File: config.mk
export PLATFORM = sky130hd
export DESIGN_NAME = mbox_seq
export DESIGN_NICKNAME = d
export VERILOG_FILES = /design/src/rtl/mbox_seq_pkg.sv /design/src/rtl/mbox_clamp.sv /design/src/rtl/mbox_gap_timer.sv /design/src/rtl/mbox_step_gen.sv /design/src/rtl/mbox_seq.sv
export SDC_FILE = /design/constraint.sdc
export NUM_CORES = 1
export LEC_CHECK = 0
export ABC_AREA = 1
export BUFFER_PORTS_ARGS = -buffer_cell sky130_fd_sc_hd__buf_2
export CORE_MARGIN = 2
export CORE_UTILIZATION = 55
export CTS_CLUSTER_DIAMETER = 40
export CTS_CLUSTER_SIZE = 20
export DETAILED_ROUTE_END_ITERATION = 8
export PLACE_DENSITY = 0.79
export SYNTH_ARGS = -nofsm -noshare
export SYNTH_HDL_FRONTEND = slang
export SYNTH_SLANG_ARGS = --single-unit
File: constraint.sdc
create_clock -name clk -period 5.07 [get_ports clk]
set_input_delay 0.507 -clock clk [delete_from_list [all_inputs] [get_ports clk]]
set_output_delay 0.507 -clock clk [all_outputs]
set_load 0.05 [all_outputs]
File: src/rtl/mbox_seq_pkg.sv
package mbox_seq_pkg;
  typedef logic [7:0] byte_t;

  localparam byte_t A_CTRL = 8'h01;
  localparam byte_t A_STAT = 8'h02;
  localparam byte_t A_RSP0 = 8'h31;
  localparam byte_t A_CMD  = 8'h38;
  localparam byte_t A_ARG0 = 8'h39;
  localparam byte_t A_GO   = 8'h3F;
  localparam byte_t A_RING = 8'h40;

  localparam byte_t V_GO   = 8'h80;
  localparam byte_t V_RING = 8'h01;

  localparam int MASK_BIT = 4;
  localparam int FLAG_BIT = 1;

  localparam byte_t CMD_RD_PWR = 8'h01;
  localparam byte_t CMD_WR_LIM = 8'h02;
  localparam byte_t CMD_RD_LIM = 8'h03;
  localparam byte_t CMD_RD_MAX = 8'h04;

  typedef enum logic [3:0] {
    PH_CTRL_RD, PH_CTRL_WR, PH_IDLE, PH_SEQ, PH_POLL,
    PH_WAIT, PH_RESP, PH_CLEAR, PH_FINISH
  } phase_e;
endpackage

File: src/rtl/mbox_clamp.sv
module mbox_clamp
  import mbox_seq_pkg::*;
#(
  parameter int DATA_W = 32
) (
  input  logic [7:0]        cmd,
  input  logic [DATA_W-1:0] din,
  input  logic [DATA_W-1:0] lim,
  output logic [DATA_W-1:0] dout
);
  always_comb begin
    dout = din;
    if (cmd == CMD_WR_LIM) begin
      if (din[DATA_W-1])
        dout = '0;
      else if (din > lim)
        dout = lim;
    end
  end
endmodule

File: src/rtl/mbox_gap_timer.sv
module mbox_gap_timer #(
  parameter int GAP = 5000
) (
  input  logic clk,
  input  logic rst,
  input  logic load,
  output logic expired
);
  localparam int CW = $clog2(GAP + 1);

  logic [CW-1:0] cnt;

  always_ff @(posedge clk) begin
    if (rst)
      cnt <= '0;
    else if (load)
      cnt <= CW'(GAP);
    else if (cnt != '0)
      cnt <= cnt - 1'b1;
  end

  assign expired = (cnt == '0);
endmodule

File: src/rtl/mbox_step_gen.sv
module mbox_step_gen
  import mbox_seq_pkg::*;
#(
  parameter int DATA_W = 32,
  parameter int IDX_W  = 3
) (
  input  phase_e            phase,
  input  logic [IDX_W-1:0]  idx,
  input  logic [7:0]        cmd,
  input  logic [DATA_W-1:0] word,
  input  logic [7:0]        ctrl,
  input  logic [7:0]        stat,
  output logic              acc_valid,
  output logic [7:0]        addr,
  output logic              we,
  output logic [7:0]        wdata
);
  localparam int NB = DATA_W / 8;

  always_comb begin
    acc_valid = 1'b0;
    addr      = '0;
    we        = 1'b0;
    wdata     = '0;
    unique case (phase)
      PH_CTRL_RD: begin
        acc_valid = 1'b1;
        addr      = A_CTRL;
      end
      PH_CTRL_WR: begin
        acc_valid = 1'b1;
        we        = 1'b1;
        addr      = A_CTRL;
        wdata     = ctrl & ~(8'h01 << MASK_BIT);
      end
      PH_SEQ: begin
        acc_valid = 1'b1;
        we        = 1'b1;
        if (idx == '0) begin
          addr  = A_GO;
          wdata = V_GO;
        end else if (idx == IDX_W'(1)) begin
          addr  = A_CMD;
          wdata = cmd;
        end else begin
          addr  = A_RING;
          wdata = V_RING;
          for (int b = 0; b < NB; b++) begin
            if (idx == IDX_W'(b + 2)) begin
              addr  = A_ARG0 + 8'(b);
              wdata = word[8*b +: 8];
            end
          end
        end
      end
      PH_POLL: begin
        acc_valid = 1'b1;
        addr      = A_STAT;
      end
      PH_RESP: begin
        acc_valid = 1'b1;
        addr      = A_RSP0 + 8'(idx);
      end
      PH_CLEAR: begin
        acc_valid = 1'b1;
        we        = 1'b1;
        addr      = A_STAT;
        wdata     = stat | (8'h01 << FLAG_BIT);
      end
      default: ;
    endcase
  end
endmodule

File: src/rtl/mbox_seq.sv
module mbox_seq
  import mbox_seq_pkg::*;
#(
  parameter int DATA_W    = 32,
  parameter int POLL_GAP  = 5000,
  parameter int MAX_POLLS = 11
) (
  input  logic              clk,
  input  logic              rst,
  input  logic              req_valid,
  input  logic [7:0]        req_cmd,
  input  logic              req_rd,
  input  logic [DATA_W-1:0] req_data,
  output logic              ready,
  output logic              busy,
  output logic              done,
  output logic              err,
  output logic [DATA_W-1:0] rsp_data,
  output logic              bus_req,
  output logic              bus_we,
  output logic [7:0]        bus_addr,
  output logic [7:0]        bus_wdata,
  input  logic              bus_ack,
  input  logic              bus_err,
  input  logic [7:0]        bus_rdata
);
  localparam int NB       = DATA_W / 8;
  localparam int SEQ_LAST = NB + 2;
  localparam int IDX_W    = $clog2(SEQ_LAST + 1);
  localparam int PC_W     = $clog2(MAX_POLLS + 1);

  phase_e            state;
  logic [IDX_W-1:0]  idx;
  logic              in_init;
  logic [7:0]        cur_cmd;
  logic              cur_rd;
  logic [DATA_W-1:0] cur_word;
  logic [DATA_W-1:0] acc;
  logic [DATA_W-1:0] max_lim;
  logic [7:0]        ctrl_q;
  logic [7:0]        stat_q;
  logic [PC_W-1:0]   poll_cnt;
  logic              err_q;

  logic              step_valid;
  logic [7:0]        step_addr;
  logic              step_we;
  logic [7:0]        step_wdata;
  logic [DATA_W-1:0] clamped;
  logic              gap_done;
  logic              tmr_load;
  logic              ack_ok;
  logic              hit_err;
  logic              last_poll;

  mbox_step_gen #(.DATA_W(DATA_W), .IDX_W(IDX_W)) u_step (
    .phase(state), .idx(idx), .cmd(cur_cmd), .word(cur_word),
    .ctrl(ctrl_q), .stat(stat_q),
    .acc_valid(step_valid), .addr(step_addr), .we(step_we), .wdata(step_wdata)
  );

  mbox_clamp #(.DATA_W(DATA_W)) u_clamp (
    .cmd(req_cmd), .din(req_data), .lim(max_lim), .dout(clamped)
  );

  mbox_gap_timer #(.GAP(POLL_GAP)) u_gap (
    .clk(clk), .rst(rst), .load(tmr_load), .expired(gap_done)
  );

  assign ack_ok    = bus_req && bus_ack && !bus_err;
  assign hit_err   = bus_req && bus_err;
  assign last_poll = (poll_cnt == PC_W'(MAX_POLLS - 1));
  assign tmr_load  = ack_ok && (state == PH_POLL) && !bus_rdata[FLAG_BIT] && !last_poll;

  always_ff @(posedge clk) begin
    if (rst) begin
      state     <= PH_CTRL_RD;
      idx       <= '0;
      in_init   <= 1'b1;
      cur_cmd   <= '0;
      cur_rd    <= 1'b0;
      cur_word  <= '0;
      acc       <= '0;
      max_lim   <= '0;
      ctrl_q    <= '0;
      stat_q    <= '0;
      poll_cnt  <= '0;
      err_q     <= 1'b0;
      ready     <= 1'b0;
      busy      <= 1'b0;
      done      <= 1'b0;
      err       <= 1'b0;
      rsp_data  <= '0;
      bus_req   <= 1'b0;
      bus_we    <= 1'b0;
      bus_addr  <= '0;
      bus_wdata <= '0;
    end else begin
      done <= 1'b0;
      if (step_valid && !bus_req) begin
        bus_req   <= 1'b1;
        bus_addr  <= step_addr;
        bus_we    <= step_we;
        bus_wdata <= step_wdata;
      end else if (hit_err) begin
        bus_req <= 1'b0;
        err_q   <= 1'b1;
        state   <= PH_FINISH;
      end else if (ack_ok) begin
        bus_req <= 1'b0;
        unique case (state)
          PH_CTRL_RD: begin
            ctrl_q <= bus_rdata;
            if (bus_rdata[MASK_BIT]) begin
              state <= PH_CTRL_WR;
            end else begin
              cur_cmd  <= CMD_RD_MAX;
              cur_rd   <= 1'b1;
              cur_word <= '0;
              acc      <= '0;
              idx      <= '0;
              state    <= PH_SEQ;
            end
          end
          PH_CTRL_WR: begin
            cur_cmd  <= CMD_RD_MAX;
            cur_rd   <= 1'b1;
            cur_word <= '0;
            acc      <= '0;
            idx      <= '0;
            state    <= PH_SEQ;
          end
          PH_SEQ: begin
            if (idx == IDX_W'(SEQ_LAST)) begin
              poll_cnt <= '0;
              state    <= PH_POLL;
            end else begin
              idx <= idx + 1'b1;
            end
          end
          PH_POLL: begin
            stat_q <= bus_rdata;
            if (bus_rdata[FLAG_BIT]) begin
              idx   <= '0;
              state <= cur_rd ? PH_RESP : PH_CLEAR;
            end else if (last_poll) begin
              err_q <= 1'b1;
              state <= PH_FINISH;
            end else begin
              poll_cnt <= poll_cnt + 1'b1;
              state    <= PH_WAIT;
            end
          end
          PH_RESP: begin
            for (int b = 0; b < NB; b++)
              if (idx == IDX_W'(b)) acc[8*b +: 8] <= bus_rdata;
            if (idx == IDX_W'(NB - 1))
              state <= PH_CLEAR;
            else
              idx <= idx + 1'b1;
          end
          PH_CLEAR: state <= PH_FINISH;
          default: ;
        endcase
      end else begin
        unique case (state)
          PH_WAIT: if (gap_done) state <= PH_POLL;
          PH_IDLE: begin
            if (req_valid) begin
              busy     <= 1'b1;
              cur_cmd  <= req_cmd;
              cur_rd   <= req_rd;
              cur_word <= clamped;
              acc      <= '0;
              err_q    <= 1'b0;
              idx      <= '0;
              state    <= PH_SEQ;
            end
          end
          PH_FINISH: begin
            state <= PH_IDLE;
            err_q <= 1'b0;
            if (in_init) begin
              in_init <= 1'b0;
              ready   <= 1'b1;
              max_lim <= err_q ? '0 : acc;
            end else begin
              busy     <= 1'b0;
              done     <= 1'b1;
              err      <= err_q;
              rsp_data <= (!err_q && cur_rd) ? acc : '0;
            end
          end
          default: ;
        endcase
      end
    end
  end
endmodule

==> impl_metrics.py, run 1 <==
metrics = {
    "run_status": {
        "outcome": "finished, violations left",
        "violations": "design-rule violations",
    },
    "final_layout": {
        "drive_above_1_share_pct": 16.7,
        "antennaDiodeCount": 0,
        "syn_to_final_growth_pct": 10.5,
        "layout.nets": 1561,
        "fin_cells": 1708,
        "final_util_pct": 62.2,
    },
    "global_routing": {
        "overflow": 0,
        "grt_pass1_vias": 8911,
        "antenna_found_initial": 0,
        "grt_max_degree": 77,
        "grt_use_total_pct": 28.4,
        "grt_pass1_wl_mm": 45.4,
    },
    "synth": {
        "synth.most_common_cell": "nand2_1",
        "yosys.area.top_type": "dfxtp_1",
        "ys_seq_area_share_pct": 38.7,
        "ys_async_sr_fraction_pct": 0,
        "synth_seq_cells": 197,
        "syn-instance-count": 1408,
        "synth_edf_count": 0,
        "synth_nets": 1502,
        "synth_ff_type": "dfxtp_1",
        "ys_top_cells_by_area": "dfxtp_1 (39%), nand2_1 (12%), a21oi_1 (7.2%)",
        "ys_top_cells_by_count": "nand2_1 (315), dfxtp_1 (197), a21oi_1 (146)",
        "synth.avg_cell_area_sq_um": 7.23,
        "synth.top_cell.area_share_pct": 38.7,
        "yosysUniqueCellTypes": 50,
        "yosys_warnings": 0,
        "syn_area_sq_mm": 0.0102,
    },
    "setup_path": {
        "path_buf_inv": 2,
        "cp_slowest_cell": "nand3_2",
        "crit_chain": "nor2_1 > nand2_2 > nand2_2 > nor2_4 > nand2_4 > nand2_8 > inv_4 > nor2_2 > nand3_2 > buf_4 > a21oi_1 > a211oi_2",
        "arrival_ps": 3330,
        "cp_max_fo": 36,
        "slowest_delay_ps": 620,
        "critPathKind": "reg2reg",
        "worstPathRequired_ps": 5350,
        "critPathTopFamily": "simple AND/OR/NAND/NOR gates",
        "cp_common_cell": "nand2_2",
        "cp-end-kind": "flop",
        "startpoint_type": "flop",
    },
    "timing": {
        "max_freq_ghz": 0.328,
        "setup_viol": 0,
        "post-route-period-util_pct": 60.0,
        "hold_viol": 0,
        "maxSlewViolCount": 0,
        "hold_slack_ps": 333,
        "tightest_slew_ps": 1090,
        "rsz0062_at_grt": "no",
        "fin_crit_ps": 3040,
        "tns_ps": 0,
        "slew_headroom_pct": 27.4,
        "skew_ps": 14.0,
    },
    "cts": {
        "clk_pin_slew_worst_paths_ps": 80,
        "clkLatencyLatePin_ps": 440,
        "postCtsSetupBuffers": 0,
        "clk_path_buf_depth": 2,
        "ctsHoldBuffers": 0,
        "cts-resized-gates": 0,
        "cts_sinks": 197,
        "htreeDepth": 4,
        "cts_tree": "done",
        "root_buffer": "clkbuf_16",
        "cts_buffers": 17,
    },
    "routing": {
        "drtIter0Drc": 1037,
        "first_pass_iters": 7,
        "drt-total-wl_mm": 27.9,
        "vias": 9745,
        "drc": 4,
        "wire_per_inst_um": 16.4,
        "ant_nets": 0,
        "via_per_inst": 5.71,
    },
    "pwr": {
        "p_leak_nw": 4.87,
        "p_int_mw": 2.91,
        "p_switching_mw": 1.82,
        "peakVddDrop_uv": 258,
        "p_sw_share_pct": 38.5,
        "seq_power_share_pct": 41.5,
        "p_comb_share_pct": 30.7,
        "p_total_mw": 4.72,
        "p_per_area_mw_per_mm2": 420,
        "clockPowerShare_pct": 27.8,
    },
    "min_path": {
        "worst_hold_path_type": "in2reg",
    },
    "die": {
        "dieArea_sq_mm": 0.0196,
        "coreArea_sq_mm": 0.0181,
        "num_rows": 49,
        "die_h_um": 140,
        "die_width_um": 140,
        "start_util_pct": 56.3,
        "io-pin-count": 108,
    },
    "placement": {
        "place_congestion": 0.991,
        "portBuffers": 106,
        "dp_cells": 1677,
        "dp_hpwl_mm": 19.5,
    },
    "run": {
        "drv_cap": 0,
    },
}
[cell usage in the layout (no fill, tap or decap), drive strengths merged, types with 5 or more instances in the layout]
cell type and n:
nand2 322, dfxtp 197, a21oi 174, nor2 144, inv 132, o21ai 117
buf 115, nand3 100, a211oi 44, ha 40, clkbuf 19, nor3 14
clkinv 11, or2 7, nand4 7, a31oi 7, nor3b 5
[metal layers]
layer / vias to the layer above / wire [um] / track usage [%]
met2: 432 / 12100 / 42.7
met5: - / 0 / 0
met1: 4458 / 13000 / 41.1
li1: 4794 / - / -
met3: 61 / 2050 / 4.79
met4: 0 / 826 / 10.3
[layout make-up]
type                       count  area, sq um
tap                          229          287
sequential                   197         3940
timing repair buffer         115          601
clock buffer                  19          453
multi-input combinational   1005         5360
clock inverter                12          115
inverter                     131          494
fill                        1647         6830
[tightest hold or removal path, delay by kind of cell]
| family | cells | cell delay [ps] |
|---|---|---|
| buffers and inverters | 1 | 100 |
| and+or+nand+nor | 1 | 50 |
| AOI/OAI and AO/OA | 1 | 50 |
[logic make-up (layout without fill, tap and decap cells)]
group	after synthesis	count (layout)	share of synthesized area, %
AOI/OAI and AO/OA	359	359	21.9
xor gates and xnor gates	1	1	0.0860
adders and majority gates	40	40	4.91
buffers and inverters	206	277	8.75
DFF	197	197	38.7
other	1	1	0.0368
and+or+nand+nor	604	604	25.6
[stage by stage]
stage	cell area (sq um)	setup WS, ps
5_1_grt	11300	1710
6_report	11300	2030
3_5_place_dp	10700	2000
3_3_place_gp	10700	2110
2_1_floorplan	10200	2820
4_1_cts	11300	2060
[power by group through the flow]
stage	Combinational [mW]	Sequential, mW	Clock (mW)
5_1_grt	1.62	1.98	1.38
3_5_place_dp	1.42	1.98	0
2_1_floorplan	1.05	2.02	0
3_3_place_gp	1.38	1.98	0
6_report	1.45	1.96	1.31
4_1_cts	1.43	1.95	1.32
[path summary, 6_finish.rpt]
path                                                start  slack (ps)                   endpoint  cells past startpoint
worst max-delay path                state[0]$_SDFFE_PP0P_        2030    max_lim[7]$_SDFFE_PP0P_                     12
worst min-delay path                           req_cmd[4]         330    cur_cmd[4]$_SDFFE_PP0P_                      3
worst max register to register      state[0]$_SDFFE_PP0P_        2030    max_lim[7]$_SDFFE_PP0P_                     12
worst min register to register  bus_wdata[1]$_SDFFE_PP0P_         460  bus_wdata[1]$_SDFFE_PP0P_                      2
[flip-flops by register name (all words and copies together) (netlist names), 6 cells and up]
name,flops
u_gap.cnt,13
cur_word,32
rsp_data,32
bus_addr,6
cur_cmd,8
max_lim,32
bus_wdata,8
acc,32
ctrl_q,7
stat_q,7
Power figures use the tool's default switching activity.
==> inputs of run 2 (changes only) <==
==> constraint.sdc (replaced) <==
create_clock -name clk -period 3.1 [get_ports clk]
set_input_delay 0.31 -clock clk [delete_from_list [all_inputs] [get_ports clk]]
set_output_delay 0.31 -clock clk [all_outputs]
set_load 0.05 [all_outputs]
==> impl_metrics.py, run 2 (synthesis gave the netlist of run 1 again) <==
metrics = {
    "pwr": {
        "clockPowerShare_pct": 28.9,
        "p_leak_nw": 4.93,
        "seq_power_share_pct": 40.4,
        "peakVddDrop_uv": 506,
        "p_per_area_mw_per_mm2": 697,
        "p_switching_mw": 3.08,
        "p_int_mw": 4.85,
        "p_comb_share_pct": 30.7,
        "p_sw_share_pct": 38.9,
    },
    "setup_path": {
        "arrival_ps": 3100,
        "cp_common_cell": "inv_2",
        "worstPathRequired_ps": 3440,
        "cp_slowest_cell": "inv_2",
        "critPathKind": "reg2reg",
        "startpoint_type": "flop",
        "cp_max_fo": 36,
        "cp-end-kind": "flop",
        "critPathTopFamily": "simple AND/OR/NAND/NOR gates",
        "reg2reg_slack_ps": 340,
        "crit_chain": "nor2_2 > inv_2 > nor3_4 > inv_2 > o21ai_2 > nand3b_4 > nor2_8 > inv_2 > a21oi_2 > nor2_1",
        "slowest_delay_ps": 450,
        "path_buf_inv": 3,
    },
    "die": {
        "num_rows": 49,
        "dieArea_sq_mm": 0.0196,
        "start_util_pct": 56.3,
        "coreArea_sq_mm": 0.0181,
        "die_width_um": 140,
        "io-pin-count": 108,
        "die_h_um": 140,
    },
    "routing": {
        "drtIter0Drc": 1019,
        "first_pass_iters": 8,
        "vias": 9796,
        "drt-total-wl_mm": 28.7,
        "ant_nets": 0,
        "wire_per_inst_um": 16.7,
        "drc": 4,
        "via_per_inst": 5.70,
    },
    "cts": {
        "cts_buffers": 17,
        "clk_path_buf_depth": 2,
        "cts-resized-gates": 0,
        "postCtsSetupBuffers": 0,
        "cts_sinks": 197,
        "htreeDepth": 4,
        "ctsHoldBuffers": 0,
        "clk_pin_slew_worst_paths_ps": 80,
        "cts_tree": "done",
        "root_buffer": "clkbuf_16",
        "clkLatencyLatePin_ps": 450,
    },
    "final_layout": {
        "final_util_pct": 62.9,
        "layout.nets": 1570,
        "final_cell_mix": "nand2_1 (315), dfxtp_1 (197), a21oi_1 (146)",
        "drive_above_1_share_pct": 17.3,
        "syn_to_final_growth_pct": 11.6,
        "antennaDiodeCount": 0,
        "layout_commonest_cell": "nand2_1",
        "fin_cells": 1718,
    },
    "timing": {
        "fin_crit_ps": 2760,
        "max_freq_ghz": 0.362,
        "setup_viol": 0,
        "hold_slack_ps": 133,
        "tightest_slew_ps": 996,
        "maxSlewViolCount": 0,
        "slew_headroom_pct": 33.5,
        "tns_ps": 0,
        "hold_viol": 0,
        "skew_ps": 15.4,
        "post-route-period-util_pct": 89.0,
        "setup_ws_ps": 340,
        "rsz0062_at_grt": "no",
    },
    "run_status": {
        "violations": "design-rule violations",
        "outcome": "finished, violations left",
    },
    "global_routing": {
        "overflow": 0,
        "antenna_found_initial": 0,
        "grt_pass1_wl_mm": 46.1,
        "grt_pass1_vias": 8965,
        "grt_use_total_pct": 29.1,
        "grt_max_degree": 75,
    },
    "run": {
        "drv_cap": 0,
    },
    "min_path": {
        "worst_hold_path_type": "in2reg",
    },
    "placement": {
        "place_congestion": 0.932,
        "dp_hpwl_mm": 20.2,
        "portBuffers": 106,
        "place_ws_ps": 424,
        "dp_cells": 1686,
    },
}
## run 2: cell count changes in the layout (fill, tap and decap cells not counted)
cell	change
clkinv_8	+1
buf_4	+8
clkinv_4	-3
bufinv_16	+1
clkinv_2	-1
inv_12	+1
inv_8	+1
clkinvlp_4	+3
buf_12	+1
clkbuf_8	-2
## run 2: per-layer routing
layer,wire length [um],vias up,track usage (%),share of wire [%]
li1,-,4829,-,-
met1,13000,4531,40.9,45
met2,12800,387,44.7,44
met3,2250,49,6.70,7.8
met4,642,0,9.30,2.2
met5,0,-,0,0
## run 2: path summary, 6_finish.rpt
check                         endpoint                 startpoint  cells past startpoint
min            cur_cmd[7]$_SDFFE_PP0P_                 req_cmd[7]                      3
max           rsp_data[0]$_SDFFE_PP0P_      state[0]$_SDFFE_PP0P_                     10
max reg2reg   rsp_data[0]$_SDFFE_PP0P_      state[0]$_SDFFE_PP0P_                     10
min reg2reg  bus_wdata[0]$_SDFFE_PP0P_  bus_wdata[0]$_SDFFE_PP0P_                      2
## run 2: final cells by class
type                    count  area (sq um)
fillers                  1625          6720
inverters                 131           494
repair buffers            124           681
clock inverters            15           180
multi-input cells        1005          5360
flip-flops and latches    197          3940
clock buffers              17           425
well taps                 229           287
## run 2: power by group through the flow
stage,Clock (mW),Combinational (mW),Sequential (mW)
2_1_floorplan,0,1.71,3.31
3_3_place_gp,0,2.34,3.23
3_5_place_dp,0,2.39,3.24
4_1_cts,2.31,2.41,3.19
5_1_grt,2.41,2.71,3.23
6_report,2.29,2.44,3.20
## run 2: per-stage QoR
stage | area, sq um | total power [mW]
after detailed placement | 10800 | 5.63
after global placement | 10800 | 5.57
after CTS | 11400 | 7.91
after global routing | 11400 | 8.35
after floorplan | 10200 | 5.02
final | 11400 | 7.93
## run 2: worst register-to-register path: stages (launching register included)
cell      delay [ps]
dfxtp_1          360
nor2_2           170
inv_2             70
nor3_4           330
inv_2            140
o21ai_2          190
nand3b_4         170
nor2_8           420
inv_2            470
a21oi_2          270
nor2_1            60
==> inputs of run 3 (changes only) <==
--- a/config.mk
+++ b/config.mk
@@ -8,11 +8,11 @@
 export ABC_AREA = 1
 export BUFFER_PORTS_ARGS = -buffer_cell sky130_fd_sc_hd__buf_2
 export CORE_MARGIN = 2
-export CORE_UTILIZATION = 55
+export CORE_UTILIZATION = 30
 export CTS_CLUSTER_DIAMETER = 40
 export CTS_CLUSTER_SIZE = 20
 export DETAILED_ROUTE_END_ITERATION = 8
-export PLACE_DENSITY = 0.79
+export PLACE_DENSITY = 0.5
 export SYNTH_ARGS = -nofsm -noshare
 export SYNTH_HDL_FRONTEND = slang
 export SYNTH_SLANG_ARGS = --single-unit
==> impl_metrics.py, run 3 (synthesis gave the netlist of run 1 again) <==
metrics = {
    "cts": {
        "postCtsSetupBuffers": 0,
        "cts_buffers": 17,
        "cts_sinks": 197,
        "htreeDepth": 4,
        "cts_tree": "done",
        "ctsHoldBuffers": 0,
        "cts-resized-gates": 0,
        "clk_pin_slew_worst_paths_ps": 70,
        "root_buffer": "clkbuf_16",
        "clk_path_buf_depth": 2,
        "clkLatencyLatePin_ps": 450,
    },
    "timing": {
        "fin_crit_ps": 2700,
        "maxSlewViolCount": 0,
        "max_freq_ghz": 0.370,
        "slew_headroom_pct": 21.1,
        "hold_viol": 0,
        "hold_slack_ps": 130,
        "setup_viol": 0,
        "tightest_slew_ps": 1180,
        "tns_ps": 0,
        "skew_ps": 14.6,
        "post-route-period-util_pct": 87.3,
        "rsz0062_at_grt": "no",
    },
    "run": {
        "drv_cap": 0,
    },
    "routing": {
        "drc": 0,
        "ant_nets": 0,
        "dr_wl_met3_mm": 1.34,
        "met1Wirelength_mm": 16.6,
        "vias": 9417,
        "wire_per_inst_um": 16.6,
        "drt-total-wl_mm": 32.2,
        "via_per_inst": 4.86,
        "drtIter0Drc": 603,
        "first_pass_iters": 5,
        "top_layer": "met5",
        "wl_met2_mm": 13.9,
    },
    "placement": {
        "place_congestion": 0.839,
        "dp_hpwl_mm": 23.8,
        "portBuffers": 106,
    },
    "global_routing": {
        "overflow": 0,
        "grt_pass1_vias": 8763,
        "grt_max_degree": 94,
        "grt_use_total_pct": 18.3,
        "antenna_found_initial": 1,
        "grt_pass1_wl_mm": 50.7,
    },
    "die": {
        "coreArea_sq_mm": 0.0334,
        "die_h_um": 188,
        "dieArea_sq_mm": 0.0354,
        "die_width_um": 188,
        "io-pin-count": 108,
        "start_util_pct": 30.4,
        "num_rows": 67,
    },
    "pwr": {
        "p_int_mw": 4.74,
        "clockPowerShare_pct": 27.9,
        "seq_power_share_pct": 41.0,
        "p_per_area_mw_per_mm2": 674,
        "p_comb_share_pct": 31.2,
        "p_sw_share_pct": 39.4,
        "p_switching_mw": 3.09,
        "p_leak_nw": 4.92,
        "peakVddDrop_uv": 405,
    },
    "setup_path": {
        "cp_max_fo": 65,
        "cp-end-kind": "flop",
        "rr_worst_depth": 13,
        "critPathKind": "reg2reg",
        "worstPathRequired_ps": 3450,
        "arrival_ps": 3050,
        "startpoint_type": "flop",
    },
    "final_layout": {
        "drive_above_1_share_pct": 17.4,
        "final_cell_mix": "nand2_1 (315), dfxtp_1 (197), a21oi_1 (146)",
        "antennaDiodeCount": 0,
        "layout_commonest_cell": "nand2_1",
        "fillers": 3603,
        "layout.nets": 1573,
        "syn_to_final_growth_pct": 14.1,
    },
    "min_path": {
        "hold_depth": 3,
        "worst_hold_path_type": "in2reg",
    },
    "run_status": {
        "outcome": "completed",
    },
}
run 3: final timing paths:
path	from	end	slack [ps]
hold reg to reg	u_gap.cnt[12]$_SDFFE_PP0P_	u_gap.cnt[12]$_SDFFE_PP0P_	460
setup / recovery	state[1]$_SDFFE_PP0P_	max_lim[0]$_SDFFE_PP0P_	400
hold / removal	req_cmd[7]	cur_cmd[7]$_SDFFE_PP0P_	130
setup reg to reg	state[1]$_SDFFE_PP0P_	max_lim[0]$_SDFFE_PP0P_	400
run 3: worst max-delay path: stages (launching register included):
cell	delay (ps)
dfxtp_1	400
inv_1	90
nor2_1	180
nand2_2	170
nand2_2	190
nor2_4	70
nand2_4	90
nand2_8	120
inv_4	190
nor2_2	60
nand3_2	50
buf_4	610
a21oi_1	140
a211oi_1	220
run 3: stage by stage:
step | area, sq um | utilization (%) | std cells | power (mW) | setup slack, ps
after floorplan | 10200 | - | 1408 | 5.02 | 971
after global placement | 11000 | 33.0 | 1908 | 5.69 | 233
after detailed placement | 11000 | 33.0 | 1908 | 5.70 | 315
after CTS | 11600 | 34.7 | 1939 | 7.89 | 353
after global routing | 11600 | 34.7 | 1939 | 8.31 | 121
final | 11600 | 34.7 | 1939 | 7.83 | 395
run 3: cell type report:
type / instances / area, sq um / area share (%)
Clock buffer: 17 / 425 / 3.66
Timing Repair Buffer: 127 / 691 / 5.94
Inverter: 131 / 494 / 4.25
Sequential cell: 197 / 3940 / 33.9
Tap cell: 448 / 561 / 4.82
Multi-Input combinational cell: 1005 / 5360 / 46.1
Clock inverter: 14 / 145 / 1.25
run 3: power by group through the flow:
stage / Clock [mW] / Combinational, mW / Sequential (mW)
after CTS: 2.23 / 2.45 / 3.21
after detailed placement: 0 / 2.44 / 3.26
after global routing: 2.32 / 2.74 / 3.25
after floorplan: 0 / 1.71 / 3.31
final: 2.18 / 2.44 / 3.21
after global placement: 0 / 2.43 / 3.26
run 3: layer usage:
layer | GRT usage (%) | vias to the layer above
li1 | - | 4822
met1 | 26.9 | 4365
met2 | 27.9 | 207
met3 | 2.91 | 21
met4 | 3.88 | 2
met5 | 0 | -
